<file path="src/rtl/afsel_guard_pkg.sv">
package afsel_guard_pkg;
  typedef enum logic [1:0] {
    SEL_NONE   = 2'd0,
    SEL_AFSEL  = 2'd1,
    SEL_LOCK   = 2'd2,
    SEL_COMMIT = 2'd3
  } reg_sel_e;
endpackage

</file>
<file path="src/rtl/guard_addr_dec.sv">
module guard_addr_dec
  import afsel_guard_pkg::*;
#(
  parameter int unsigned ADDR_W     = 12,
  parameter int unsigned AFSEL_OFS  = 12'h420,
  parameter int unsigned LOCK_OFS   = 12'h520,
  parameter int unsigned COMMIT_OFS = 12'h524
) (
  input  logic [ADDR_W-1:0] addr_i,
  output reg_sel_e          sel_o
);
  localparam logic [ADDR_W-1:0] AfselA  = ADDR_W'(AFSEL_OFS);
  localparam logic [ADDR_W-1:0] LockA   = ADDR_W'(LOCK_OFS);
  localparam logic [ADDR_W-1:0] CommitA = ADDR_W'(COMMIT_OFS);

  always_comb begin
    if (addr_i == AfselA)       sel_o = SEL_AFSEL;
    else if (addr_i == LockA)   sel_o = SEL_LOCK;
    else if (addr_i == CommitA) sel_o = SEL_COMMIT;
    else                        sel_o = SEL_NONE;
  end
endmodule

</file>
<file path="src/rtl/guard_lock.sv">
module guard_lock #(
  parameter int unsigned    DATA_W = 32,
  parameter logic [31:0]    KEY    = 32'h0ACC_E551
) (
  input  logic              clk_i,
  input  logic              rst_ni,
  input  logic              wr_i,
  input  logic [DATA_W-1:0] wdata_i,
  output logic              locked_o
);
  localparam logic [DATA_W-1:0] KeyW = DATA_W'(KEY);

  always_ff @(posedge clk_i or negedge rst_ni) begin
    if (!rst_ni)   locked_o <= 1'b1;
    else if (wr_i) locked_o <= (wdata_i != KeyW);
  end
endmodule

</file>
<file path="src/rtl/guard_masked_reg.sv">
module guard_masked_reg #(
  parameter int unsigned   W     = 8,
  parameter logic [W-1:0]  RST_V = '0
) (
  input  logic         clk_i,
  input  logic         rst_ni,
  input  logic         wr_i,
  input  logic [W-1:0] mask_i,
  input  logic [W-1:0] wdata_i,
  output logic [W-1:0] q_o
);
  // one flop per bit; each bit loads only when its mask bit is set
  for (genvar b = 0; b < W; b++) begin : g_bit
    always_ff @(posedge clk_i or negedge rst_ni) begin
      if (!rst_ni)                q_o[b] <= RST_V[b];
      else if (wr_i && mask_i[b]) q_o[b] <= wdata_i[b];
    end
  end
endmodule

</file>
<file path="src/rtl/afsel_lock_guard.sv">
module afsel_lock_guard
  import afsel_guard_pkg::*;
#(
  parameter int unsigned N_PINS     = 8,
  parameter int unsigned ADDR_W     = 12,
  parameter int unsigned DATA_W     = 32,
  parameter int unsigned AFSEL_OFS  = 12'h420,
  parameter int unsigned LOCK_OFS   = 12'h520,
  parameter int unsigned COMMIT_OFS = 12'h524,
  parameter logic [31:0] KEY        = 32'h0ACC_E551
) (
  input  logic              clk_i,
  input  logic              rst_ni,
  input  logic              req_i,
  input  logic              we_i,
  input  logic [ADDR_W-1:0] addr_i,
  input  logic [DATA_W-1:0] wdata_i,
  output logic [DATA_W-1:0] rdata_o,
  output logic [N_PINS-1:0] afsel_o
);
  localparam int unsigned PadW = DATA_W - N_PINS;

  reg_sel_e          sel;
  logic              wr, rd;
  logic              locked_q;
  logic [N_PINS-1:0] commit_q;
  logic [N_PINS-1:0] afsel_q;

  assign wr = req_i & we_i;
  assign rd = req_i & ~we_i;

  guard_addr_dec #(
    .ADDR_W(ADDR_W), .AFSEL_OFS(AFSEL_OFS),
    .LOCK_OFS(LOCK_OFS), .COMMIT_OFS(COMMIT_OFS)
  ) u_dec (
    .addr_i(addr_i),
    .sel_o (sel)
  );

  guard_lock #(.DATA_W(DATA_W), .KEY(KEY)) u_lock (
    .clk_i   (clk_i),
    .rst_ni  (rst_ni),
    .wr_i    (wr && sel == SEL_LOCK),
    .wdata_i (wdata_i),
    .locked_o(locked_q)
  );

  // commit mask: writable only while unlocked
  guard_masked_reg #(.W(N_PINS), .RST_V({N_PINS{1'b1}})) u_commit (
    .clk_i  (clk_i),
    .rst_ni (rst_ni),
    .wr_i   (wr && sel == SEL_COMMIT && !locked_q),
    .mask_i ({N_PINS{1'b1}}),
    .wdata_i(wdata_i[N_PINS-1:0]),
    .q_o    (commit_q)
  );

  // select register: per-bit update gated by commit mask
  guard_masked_reg #(.W(N_PINS), .RST_V('0)) u_afsel (
    .clk_i  (clk_i),
    .rst_ni (rst_ni),
    .wr_i   (wr && sel == SEL_AFSEL),
    .mask_i (commit_q),
    .wdata_i(wdata_i[N_PINS-1:0]),
    .q_o    (afsel_q)
  );

  always_comb begin
    rdata_o = '0;
    if (rd) begin
      unique case (sel)
        SEL_AFSEL:  rdata_o = {{PadW{1'b0}}, afsel_q};
        SEL_LOCK:   rdata_o = {{(DATA_W-1){1'b0}}, locked_q};
        SEL_COMMIT: rdata_o = {{PadW{1'b0}}, commit_q};
        default:    rdata_o = '0;
      endcase
    end
  end

  assign afsel_o = afsel_q;
endmodule

</file>
<file path="config.mk">
export PLATFORM = sky130hd
export DESIGN_NAME = afsel_lock_guard
export DESIGN_NICKNAME = d
export VERILOG_FILES = /design/src/rtl/afsel_guard_pkg.sv /design/src/rtl/guard_addr_dec.sv /design/src/rtl/guard_lock.sv /design/src/rtl/guard_masked_reg.sv /design/src/rtl/afsel_lock_guard.sv
export SDC_FILE = /design/constraint.sdc
export NUM_CORES = 1
export LEC_CHECK = 0
export BUFFER_PORTS_ARGS = -buffer_cell sky130_fd_sc_hd__buf_4
export CORE_MARGIN = 2
export CORE_UTILIZATION = 24
export CTS_BUF_LIST = sky130_fd_sc_hd__clkbuf_4 sky130_fd_sc_hd__clkbuf_8
export DETAILED_ROUTE_END_ITERATION = 16
export PLACE_DENSITY = 0.5
export SETUP_SLACK_MARGIN = 0.4
export SLEW_MARGIN = 5
export SYNTH_ARGS = -nofsm -noshare
export SYNTH_HDL_FRONTEND = slang
export SYNTH_SLANG_ARGS = --single-unit
</file>
<file path="constraint.sdc">
create_clock -name clk_i -period 3.1 [get_ports clk_i]
set_clock_uncertainty 0.1 [all_clocks]
set_input_delay 0.465 -clock clk_i [delete_from_list [all_inputs] [get_ports clk_i]]
set_output_delay 0.465 -clock clk_i [all_outputs]
set_load 0.02 [all_outputs]
</file>
# == Yosys cells after proc, flatten, opt, wreduce, memory -nomap -nowiden ==
# Cells that the tools add are included.
# word_totals
regBits,17
# classes
n_bitwise,3
eq_ne,7
n_reduce_logical,13
n_mux,5
# op_table
operator,n
"12-bit by 11-bit == test with 1-bit output, second input constant",3
"32-bit by 28-bit != test with 1-bit output, second input constant",1
8-bit one-hot mux with 3 select lines,1
1-bit logical AND,12
8-bit two-way mux,1
2-bit two-way mux,3
"2-bit == test, second input constant",2
1-bit bitwise AND,2
"2-bit by 1-bit == test with 1-bit output, second input constant",1
1-bit logical NOT,1
1-bit NOT,1

# == Logic depth before layout (Yosys ltp) ==
# logic_depth
depth_word,7
ltp_mapped,5
ltp_nobuf,4

# == Cells and area by module ==
# From an unflattened synthesis, not the netlist that was laid out.
# hier_totals
cells_unflattened,122
area_unflattened_um2,1293.7
# modules_own_cells
mod,area_per_inst_um2,instances,cells_per_inst
guard_masked_reg at u_commit,371.6,1,25
afsel_lock_guard,366.6,1,50
guard_masked_reg at u_afsel,361.6,1,25
guard_lock,130.1,1,14
guard_addr_dec,63.8,1,8

# == Least setup slack after synthesis ==
# OpenSTA, ideal clock, no wires.
# synth_timing
kind,input port to output port
from,input addr_i[6]
to,output rdata_o[0]
required_ns,2.535
slack_ns,1.174
path_buffers,0
arrival_ns,1.361
path_stages,3
cell_sequence,nor4_2 -> nand4_1 -> nor2_1
# synth_via
elab_chain_len,7
word_cells_on_any_way,11
classes_between,6 x eq/ne; 5 x mux
# synth_rtl
item,line_no,text
from (decl),afsel_lock_guard.sv:16,"input logic [ADDR_W-1:0] addr_i,"
12-bit by 11-bit == test with 1-bit output,guard_addr_dec.sv:19,else if (addr_i == CommitA) sel_o = SEL_COMMIT;
2-bit two-way mux,guard_addr_dec.sv:19,
2-bit two-way mux,guard_addr_dec.sv:18,else if (addr_i == LockA) sel_o = SEL_LOCK;
2-bit two-way mux (*),guard_addr_dec.sv:17,if (addr_i == AfselA) sel_o = SEL_AFSEL;
2-bit == test or 2-bit by 1-bit == test with 1-bit output (tied branches),afsel_lock_guard.sv:71,unique case (sel)
8-bit one-hot mux with 3 select lines (*),afsel_lock_guard.sv:71,
8-bit two-way mux (*),afsel_lock_guard.sv:70,if (rd) begin
to (decl),afsel_lock_guard.sv:18,"output logic [DATA_W-1:0] rdata_o,"
# Mark *: on every way between the ends. The rest lies on a longest branch, timed or not.

# == Worst setup path after layout ==
# layout_timing
from,input addr_i[6]
to,output rdata_o[7]
# The elaborated chain is that of the path after synthesis.

==> flow_metrics.py <==
metrics = {
    "die": {
        "num_rows": 25,
        "die_area_mm2": 0.00534,
        "start_util_pct": 24.6,
        "pin_count": 88,
        "core_area_mm2": 0.00466,
        "die_x_um": 73.1,
        "die_y_um": 73.1,
    },
    "power": {
        "ir_drop_mv": 0.244,
        "p_leak_nw": 0.782,
        "powerDensity_mw_per_mm2": 297,
    },
    "global_routing": {
        "antenna_found_initial": 0,
        "grt_pass1_vias": 1002,
        "grt-ovfl-total": 0,
        "grt_usage_pct": 11.4,
        "grt_max_degree": 18,
        "grt_pass1_wl_mm": 4.73,
    },
    "route": {
        "drt_iter0_drc": 37,
        "dr_total_vias": 1010,
        "vias_per_cell": 4.39,
        "wire_per_inst_um": 13.1,
        "ant_nets": 0,
        "drc": 0,
        "detail_route.first_pass.iterations": 4,
        "wirelength_mm": 3.02,
    },
    "placement": {
        "place_inst": 225,
        "port_buffers": 63,
        "gp_congestion": 0.735,
        "dp_hpwl_mm": 2.43,
    },
    "timing": {
        "final_max_slew_viol_count": 0,
        "rsz0062_at_grt": "false",
        "fmax_ghz": 0.433,
        "fin_tns_setup_ns": 0,
        "min_period_over_period_pct": 74.4,
        "fin_crit_ns": 2.31,
        "setup_violations": 0,
        "final_hold_viol_count": 0,
    },
    "cells_and_area": {
        "finalNetCount": 225,
        "final_cells": 230,
        "area_growth_pct": 42.5,
        "n_antenna_cell": 0,
        "drive_gt1_share_pct": 54.0,
        "nFillCells": 462,
    },
    "clocking": {
        "clk_pin_slew_worst_paths_ns": 0.07,
        "holdBufCountCts": 1,
        "cts_sinks": 17,
        "cts_tree": "done",
        "cts_resized": 0,
        "post_cts_buffers": 0,
        "cts_buffers": 3,
        "clockBufferDepth": 2,
        "root_buffer": "clkbuf_8",
        "worst_skew_pair.late_latency_ns": 0.25,
        "h-tree-depth": 1,
    },
    "synthesis": {
        "yosysUniqueCellTypes": 26,
        "syn_area_mm2": 0.00114,
        "yosysWarnings": 0,
        "synth_area_per_cell_um2": 10.2,
        "synth_top_area_share_pct": 20.7,
        "synth_top_flop_cell": "dfstp_2",
        "syn_inst": 112,
        "synth_edf_count": 0,
        "synth_most_common_cell": "buf_4",
        "postSynth.asyncResetShare_pct": 100,
        "ys_seq_elements": 17,
        "yosys-top-cells-count": "buf_4 (26), mux2_2 (16), nor2_1 (12)",
        "ys_top_cells_by_area": "dfstp_2 (21%), dfrtp_1 (17%), buf_4 (17%)",
        "synth-seq-area-share_pct": 38.1,
        "synth_top_area_cell": "dfstp_2",
    },
    "min_path": {
        "holdCritPathClass": "input pin to flop",
    },
    "worst_setup_path": {
        "arrival_ns": 1.74,
        "crit_type": "input pin to output pin",
        "crit_path_end_kind": "output pin",
        "worstSetupStartpointType": "input pin",
        "regToRegSetupSlack_ns": 1.69,
        "required_ns": 2.53,
        "path_max_fanout": 8,
    },
    "job": {
        "drv_cap": 0,
    },
    "status": {
        "status": "finished, final reports clean",
    },
}
state kept, by name, indices dropped and copies added, names as in the netlist:
signal and cells:
u_afsel.q_o 8, u_commit.q_o 8, u_lock.locked_o 1
metrics by stage:
stage                     util [%]  area, um2  hold WS (ns)  power (W)  setup WS [ns]
final                         35.0       1630         0.364   0.000484          0.792
after global routing          35.0       1630         0.356   0.000516          0.658
after CTS                     35.0       1630         0.358   0.000492          0.783
after detailed placement      33.8       1580         0.244   0.000321          0.630
after global placement        33.8       1580         0.236   0.000319          0.714
after floorplan                  -       1230        0.0694   0.000287           1.17
routing by layer:
| metal | track usage, % | part of all wire (%) | up-vias | wire length [um] |
|---|---|---|---|---|
| li1 | - | - | 487 | - |
| met1 | 13.9 | 41 | 461 | 1240 |
| met2 | 19.5 | 48 | 60 | 1440 |
| met3 | 3.45 | 11 | 2 | 323 |
| met4 | 3.09 | 0.63 | 0 | 19 |
| met5 | 0 | 0 | - | 0 |
layout by cell type (no fill, tap or decap):
master,instances
a21oi_1,3
a22oi_1,7
a31oi_1,1
and2_1,1
and4_1,1
and4b_1,1
and4bb_2,1
buf_4,64
clkbuf_8,3
clkinv_2,1
conb_1,24
dfrtp_1,8
dfstp_2,9
dlygate4sd3_1,1
inv_1,1
mux2_2,16
mux2i_1,1
nand3_1,8
nand4_1,3
nand4b_1,1
nand4bb_1,1
nor2_1,12
nor3b_1,1
nor4_1,2
nor4_2,1
nor4b_1,1
nor4bb_1,3
kinds of logic after synthesis:
group | after synthesis | synth area share, %
and+or+nand+nor | 37 | 20.3
buffers and inverters | 29 | 18.1
muxes | 17 | 16.6
DFF | 17 | 38.1
AOI/OAI and AO/OA | 11 | 6.45
other | 1 | 0.328
final cells by class:
type	instances	area, um2	area share [%]
clock buffer	3	41.3	2.53
clock inverter	1	5.00	0.307
inverter	1	3.75	0.230
multi-input combinational	89	587	36.0
sequential	17	437	26.8
tap	54	67.6	4.14
timing repair buffer	65	490	30.1
report_power, final:
group          switching [W]  internal, W
registers        0.000000246     0.000223
logic              0.0000504    0.0000448
clock network      0.0000766    0.0000892
critical path, stage by stage:
cell	delay, ns
buf_4	0.11
nor4_2	0.32
nand4_1	0.44
nor2_1	0.24
buf_4	0.16
final timing paths:
check	end	start	cells past startpoint
worst max register to register	u_commit.q_o[7]	u_lock.locked_o	2
min in group asynchronous	u_afsel.q_o[2]	rst_ni	2
worst min-delay path	u_afsel.q_o[0]	wdata_i[0]	2
worst max-delay path	rdata_o[7]	addr_i[6]	5
max in group asynchronous	u_commit.q_o[7]	rst_ni	2
worst min register to register	u_lock.locked_o	u_lock.locked_o	2
(Power assumes the default switching activity.)
